### src/rtl/attr_pack_loader.sv
module attr_pack_loader #(
  parameter int DEPTH  = 16,
  parameter int ADDR_W = 10,
  parameter int DATA_W = 32,
  parameter logic [ADDR_W-1:0] DATA_BASE = 'h233,
  parameter logic [ADDR_W-1:0] IDX_ADDR  = 'h232
) (
  input  logic                      clk,
  input  logic                      rst_n,
  input  logic                      wr_en,
  input  logic [ADDR_W-1:0]         wr_addr,
  input  logic [DATA_W-1:0]         wr_data,
  input  logic [$clog2(DEPTH)-1:0]  rd_addr,
  output logic [3*DATA_W-1:0]       rd_data,
  output logic [$clog2(DEPTH):0]    cur_idx,
  output logic                      err
);
  localparam int RD_W  = $clog2(DEPTH);
  localparam int IDX_W = RD_W + 1;
  localparam int VEC_W = 3 * DATA_W;
  localparam int COMP_W = VEC_W / 4;

  logic [DATA_W-1:0] stage0, stage1;
  logic [1:0]        cnt;
  logic [VEC_W-1:0]  mem [DEPTH];
  logic [VEC_W-1:0]  packed_in, unpacked;

  wire data_hit = wr_en && (wr_addr >= DATA_BASE) && (wr_addr <= DATA_BASE + ADDR_W'(2));
  wire idx_hit  = wr_en && (wr_addr == IDX_ADDR);
  wire complete = data_hit && (cnt == 2'd2);
  wire in_range = cur_idx < IDX_W'(DEPTH);

  assign packed_in = {stage0, stage1, wr_data};

  always_comb begin
    for (int c = 0; c < 4; c++)
      unpacked[c*COMP_W +: COMP_W] = packed_in[(3-c)*COMP_W +: COMP_W];
  end

  always_ff @(posedge clk or negedge rst_n) begin
    if (!rst_n) begin
      cnt     <= '0;
      stage0  <= '0;
      stage1  <= '0;
      cur_idx <= '0;
      err     <= 1'b0;
    end else begin
      err <= complete && !in_range;
      if (idx_hit) begin
        cur_idx <= wr_data[IDX_W-1:0];
        cnt     <= '0;
      end else if (data_hit) begin
        if (cnt == 2'd0) stage0 <= wr_data;
        if (cnt == 2'd1) stage1 <= wr_data;
        cnt <= complete ? 2'd0 : cnt + 2'd1;
        if (complete && in_range) cur_idx <= cur_idx + IDX_W'(1);
      end
    end
  end

  generate
    for (genvar e = 0; e < DEPTH; e++) begin : g_entry
      always_ff @(posedge clk or negedge rst_n) begin
        if (!rst_n) mem[e] <= '0;
        else if (complete && in_range && cur_idx[RD_W-1:0] == RD_W'(e)) mem[e] <= unpacked;
      end
    end
  endgenerate

  always_ff @(posedge clk or negedge rst_n) begin
    if (!rst_n) rd_data <= '0;
    else        rd_data <= mem[rd_addr];
  end
endmodule

### config.mk
export PLATFORM = sky130hd
export DESIGN_NAME = attr_pack_loader
export DESIGN_NICKNAME = d
export VERILOG_FILES = /design/src/rtl/attr_pack_loader.sv
export SDC_FILE = /design/constraint.sdc
export NUM_CORES = 2
export LEC_CHECK = 0
export BUFFER_PORTS_ARGS = -buffer_cell sky130_fd_sc_hd__buf_2
export CAP_MARGIN = 20
export CORE_ASPECT_RATIO = 1.4
export CORE_MARGIN = 4
export CORE_UTILIZATION = 45
export DETAILED_ROUTE_END_ITERATION = 10
export SYNTH_ARGS = -nofsm -noshare
export SYNTH_HDL_FRONTEND = slang
export SYNTH_SLANG_ARGS = --single-unit
### constraint.sdc
create_clock -name clk -period 2 [get_ports clk]
set_input_delay 0.2 -clock clk [delete_from_list [all_inputs] [get_ports clk]]
set_output_delay 0.2 -clock clk [all_outputs]
set_load 0.005 [all_outputs]
# [Yosys cells after proc, flatten, opt, wreduce, memory -nomap -nowiden]
# Cells that the tools add are included.
# W data, S select, Z words.
[totals] inputBits=49 mem_bits_rw=0 out_inout_bits=102 regBits=1704 mem_bits_ro=0 n_memories=0 latch_bits=0
[op_classes] n_eq_ne=18 addsub=2 muxes=9 n_mul=0 bitwise=2 div_mod_pow=0 n_reduce_logical=30 n_lt_le_gt_ge=4 n_shift=0
[op_table] op="$bmux W96 S4" n=1
[op_table] op="$mux W96" n=2
[op_table] op="$eq A4 B4 Y1 const B" n=8
[op_table] op="$logic_and A1 B1 Y1" n=22
[op_table] op="$eq A4 B3 Y1 const B" n=4
[op_table] op="$mux W5" n=3
[op_table] op="$eq A10 B10 Y1 const B" n=1
[op_table] op="$ge A10 B10 Y1 const B" n=1
[op_table] op="$le A10 B10 Y1 const B" n=1
[op_table] op="$eq A4 B2 Y1 const B" n=2
[op_table] op="$mux W2" n=3
[op_table] op="$reduce_and A3 Y1" n=2
[op_table] op="$add A5 B1 Y5 const B" n=1
[op_table] op="$ge A5 B5 Y1 const B" n=1
[op_table] op="$lt A5 B5 Y1 const B" n=1
[op_table] op="$not A4 Y5" n=1
[op_table] op="$eq A4 B1 Y1 const B" n=1
[op_table] op="$logic_not A4 Y1" n=1
[op_table] op="$reduce_bool A2 Y1" n=2
[op_table] op="$add A2 B1 Y2 const B" n=1
[op_table] op="$eq A2 B1 Y1 const B" n=1
[op_table] op="$eq A2 B2 Y1 const B" n=1
[op_table] op="$logic_not A2 Y1" n=1
[op_table] op="$reduce_and A2 Y1" n=1
[op_table] op="other kinds (2)" n=2

# [Longest topological paths before layout]
[logic_depth] depth_word=8 mapped_depth=8 ltp_nobuf=6

# [Worst setup path before layout]
# Ideal clock, no wire load.
[synth_timing] path_kind="input-to-reg" from="input rd_addr[0]" to="register rd_data[10]" required_ns=1.862 arrival_ns=1.898 cell_stages=4 slack_ns=-0.036 path_cell_list="clkbuf_1 -> buf_1 -> mux4_2 -> mux4_2"
[synth_between] elab_chain_cells=4
[synth_lines] element="start: declaration" line="13" text="input logic [$clog2(DEPTH)-1:0] rd_addr,"
[synth_lines] element="$not A4 Y5 (implied by the code)" line="72" text="else rd_data <= mem[rd_addr];"
[synth_lines] element="$bmux W96 S4" line="72"
[synth_lines] element="$mux W96 (implied by the code) (2 in a row)" line="72"
[synth_lines] element="end signal: assignment" line="72"
[synth_lines] element="end: declaration" line="14" text="output logic [3*DATA_W-1:0] rd_data,"
# No other way between the ends. The select of a mux whose other input is x is not followed.
# A chain may end at the register's enable or synchronous reset.

# [Final worst setup path]
[layout_timing] from="register cur_idx[0]" to="register mem[1222] (netlist name)"
[layout_between] elab_chain_cells=3 elab_cells_between_ends=4
[layout_lines] element="start: declaration" line="15" text="output logic [$clog2(DEPTH):0] cur_idx,"
[layout_lines] element="start signal: assignment" line="50" text="cur_idx <= wr_data[IDX_W-1:0];"
[layout_lines] element="start signal: assignment" line="56" text="if (complete && in_range) cur_idx <= cur_idx + IDX_W'(1);"
[layout_lines] element="$lt A5 B5 Y1" line="31" text="wire in_range = cur_idx < IDX_W'(DEPTH);"
[layout_lines] element="$logic_and A1 B1 Y1" line="65" text="else if (complete && in_range && cur_idx[RD_W-1:0] == RD_W'(e)) mem[e] <= unpacked;"
[layout_lines] element="$logic_and A1 B1 Y1 *" line="65"
[layout_lines] element="end signal: indexed assignment" line="65"
[layout_lines] element="end: declaration" line="25" text="logic [VEC_W-1:0] mem [DEPTH];"
# Mark *: on every way between the ends. The rest lies on a longest branch, timed or not.

==> reports/metrics.csv <==
metric,value,unit
die_x,350,um
synth.area.top_cells,"dfrtp_1 (58%), mux2_2 (22%), mux4_2 (15%)",
dpl_cell_area,80600,um^2
hold_violations,0,
rsz0062_at_grt,true,
clk_path_buf_depth,3,
path_cells,"buf_6, ha_2, nor2b_4, buf_8, nand3_4, buf_12, buf_16, mux2_2",
syn_avg_cell_area,17.1,um^2
grt_pass1_wl,295,mm
min_period,2.03,ns
coreArea,163000,um^2
drt-initial-drc-count,2431,
power_density,778,nW/um^2
detailed_place_hpwl,118,mm
drive_gt1_share,57.4,%
fin_nets,4755,
min_path_type,in -> async,
gp_congestion,0.763,
grt_use_total,23.3,%
total_power,69100,uW
clock_skew,0.0301,ns
async_reset_ff_share,100,%
cp-start-kind,register,
pwr-share-comb,3.8,%
yosysUniqueCellTypes,38,
p_switching,15400,uW
yosys_warnings,0,
crit_slowest_cell,dfrtp_1,
final_common_cell,dfrtp_1,
fmax,0.492,GHz
synth_fp_nets,4362,
antenna_found_initial,11,
port_buffers,150,
rows,175,
failed_checks,setup timing,
crit_type,reg -> reg,
setup_viol,59,
ys.flop_type,dfrtp_1,
die_h,487,um
avgRoutedWirePerCell,28.4,um
synth_top_area_cell,dfrtp_1,
p_int,53700,uW
cp.arrival,2.70,ns
h-tree-depth,4,
most-common-layout-cells,"dfrtp_1 (1702), mux2_2 (1284), mux4_2 (480), buf_12 (195), clkbuf_16 (192)",
slew_viol_final,0,
grt_pass1_vias,43900,
num_vias,40300,
syn_to_final_growth,20.5,%
cts-root-buf,clkbuf_16,
period_share,102,%
worst_pin_slew,0.993,ns
setup_slack,-0.0322,ns
clock-sinks,1704,
cts_tree,done,
vias_per_cell,5.79,
end_kind,register,
die-area,171000,um^2
synth_edf_count,0,
leakage,0.0446,uW
whs,0.159,ns
maxCapViolCount,0,
fin_area,88900,um^2
io-pin-count,151,
p_sw_share,22.3,%
ys_seq_elements,1704,
drc,0,
critPathRequiredTime,2.67,ns
seqPwrFrac,50.1,%
slew_headroom,33.6,%
wirelength,198,mm
drt_pass1_iterations,5,
synth-seq-area-share,57.8,%
clk_pin_slew,0.06,ns
grt_max_degree,111,
postSynthCellCount,4309,
cts_inserted_buffers,168,
status,"complete, but fails checks",
path_max_fanout,7,
ir_worst_vdd,0.000718,V
max_stage_delay,0.40,ns
clock_power_share,46.1,%
overflow,0,
synth_top_area_share,57.8,%
initial_core_util,45.3,%
insertion_delay,0.81,ns
synth_area,73700,um^2
drt.antenna.violating_nets,0,
state kept, by name (all words and copies together), names as in the netlist:
| signal | cells |
|---|---|
| stage1 | 32 |
| rd_data | 96 |
| stage0 | 32 |
| cnt | 2 |
| err | 1 |
| mem | 1536 |
| cur_idx | 5 |
logic make-up (layout without fill, tap and decap cells):
family,after synthesis,in the layout,synth area share [%]
adder cells (fa/ha/maj),4,4,0.0679
XOR/XNOR,1,1,0.0119
flip-flops,1704,1704,57.8
AND/OR/NAND/NOR,152,152,1.02
AO/OA/AOI/OAI,10,10,0.0967
buffers and inverters,388,909,2.35
multiplexers,2050,2050,38.6
other,0,1,0
area by class of cell:
class / count / area [um^2]
Multi-Input combinational cell: 2217 / 30200
Timing Repair Buffer: 609 / 7830
Fill cell: 12900 / 73800
Antenna cell: 1 / 2.50
Tap cell: 2124 / 2660
Clock inverter: 43 / 457
Sequential cell: 1704 / 42600
Clock buffer: 255 / 5080
Inverter: 2 / 15.0
path summary, 6_finish.rpt:
path | from | endpoint | slack, ns | cells after the start
worst max-delay path | cur_idx[0] | mem[1222] | -0.03 | 8
worst min-delay path | rst_n | mem[65] | 0.16 | 3
worst max register to register | cur_idx[0] | mem[1222] | -0.03 | 8
worst min register to register | mem[1215] | mem[1215] | 0.49 | 1
max in group asynchronous | rst_n | mem[760] | 1.16 | 4
min in group clk | wr_addr[3] | cnt[1] | 0.16 | 8
Yosys cell counts (3+ instances only):
cell and number:
dfrtp_1 1704, mux2_2 1417, mux4_2 480, buf_2 184
clkbuf_1 177, mux2_1 151, nand2_1 107, buf_1 14
buf_4 10, nand3_2 10, nor2b_1 7, ha_1 4
nor2_1 4, a21oi_1 3, and3_1 3, nor3_1 3
nor3b_2 3
power by group through the flow:
stage | registers, uW | logic, uW | clock network [uW]
2_1_floorplan | 35200 | 974 | 0
3_5_place_dp | 35300 | 2610 | 0
3_3_place_gp | 35300 | 2600 | 0
5_1_grt | 34600 | 2910 | 34100
4_1_cts | 34600 | 2720 | 32600
6_report | 34600 | 2650 | 31900
metal layers:
layer  global-route usage [%]  wire [um]  vias to the layer above
met5                        0          7                        -
met4                     6.52       4870                        2
met3                     3.75       7590                      263
met2                     38.3      97900                      741
met1                     32.4      87200                    22400
li1                         -          -                    16900
metrics by stage:
stage	util, %	setup WS (ns)	cells	TNS [ns]
floorplan	-	-0.0116	4309	-0.781
global route	54.6	-0.0607	6955	-5.86
detailed placement	49.5	-0.494	6539	-493.95
global placement	49.5	-0.472	6539	-450.21
CTS	54.0	-0.0300	6927	-0.540
finish	54.6	-0.0322	6955	-0.678
timing repair:
| item | CTS | global route |
|---|---|---|
| gates cloned | 14 | 20 |
| setup endpoints to repair | 1470 | 644 |
| hold buffers | 42 | 0 |
| pin swaps | 8 | 7 |
| resized for setup | 109 | 129 |
| buffers inserted | 34 | 12 |
| endpoints found under the hold margin | 2077 | 0 |
critical path: cells and delay by family, from the launching register on:
family / cells / cell delay, ns
AND/OR/NAND/NOR: 2 / 0.25
adder cells (fa/ha/maj): 1 / 0.18
multiplexers: 1 / 0.35
buffers and inverters: 4 / 0.66
flip-flops: 1 / 0.40
(Power assumes the default switching activity.)
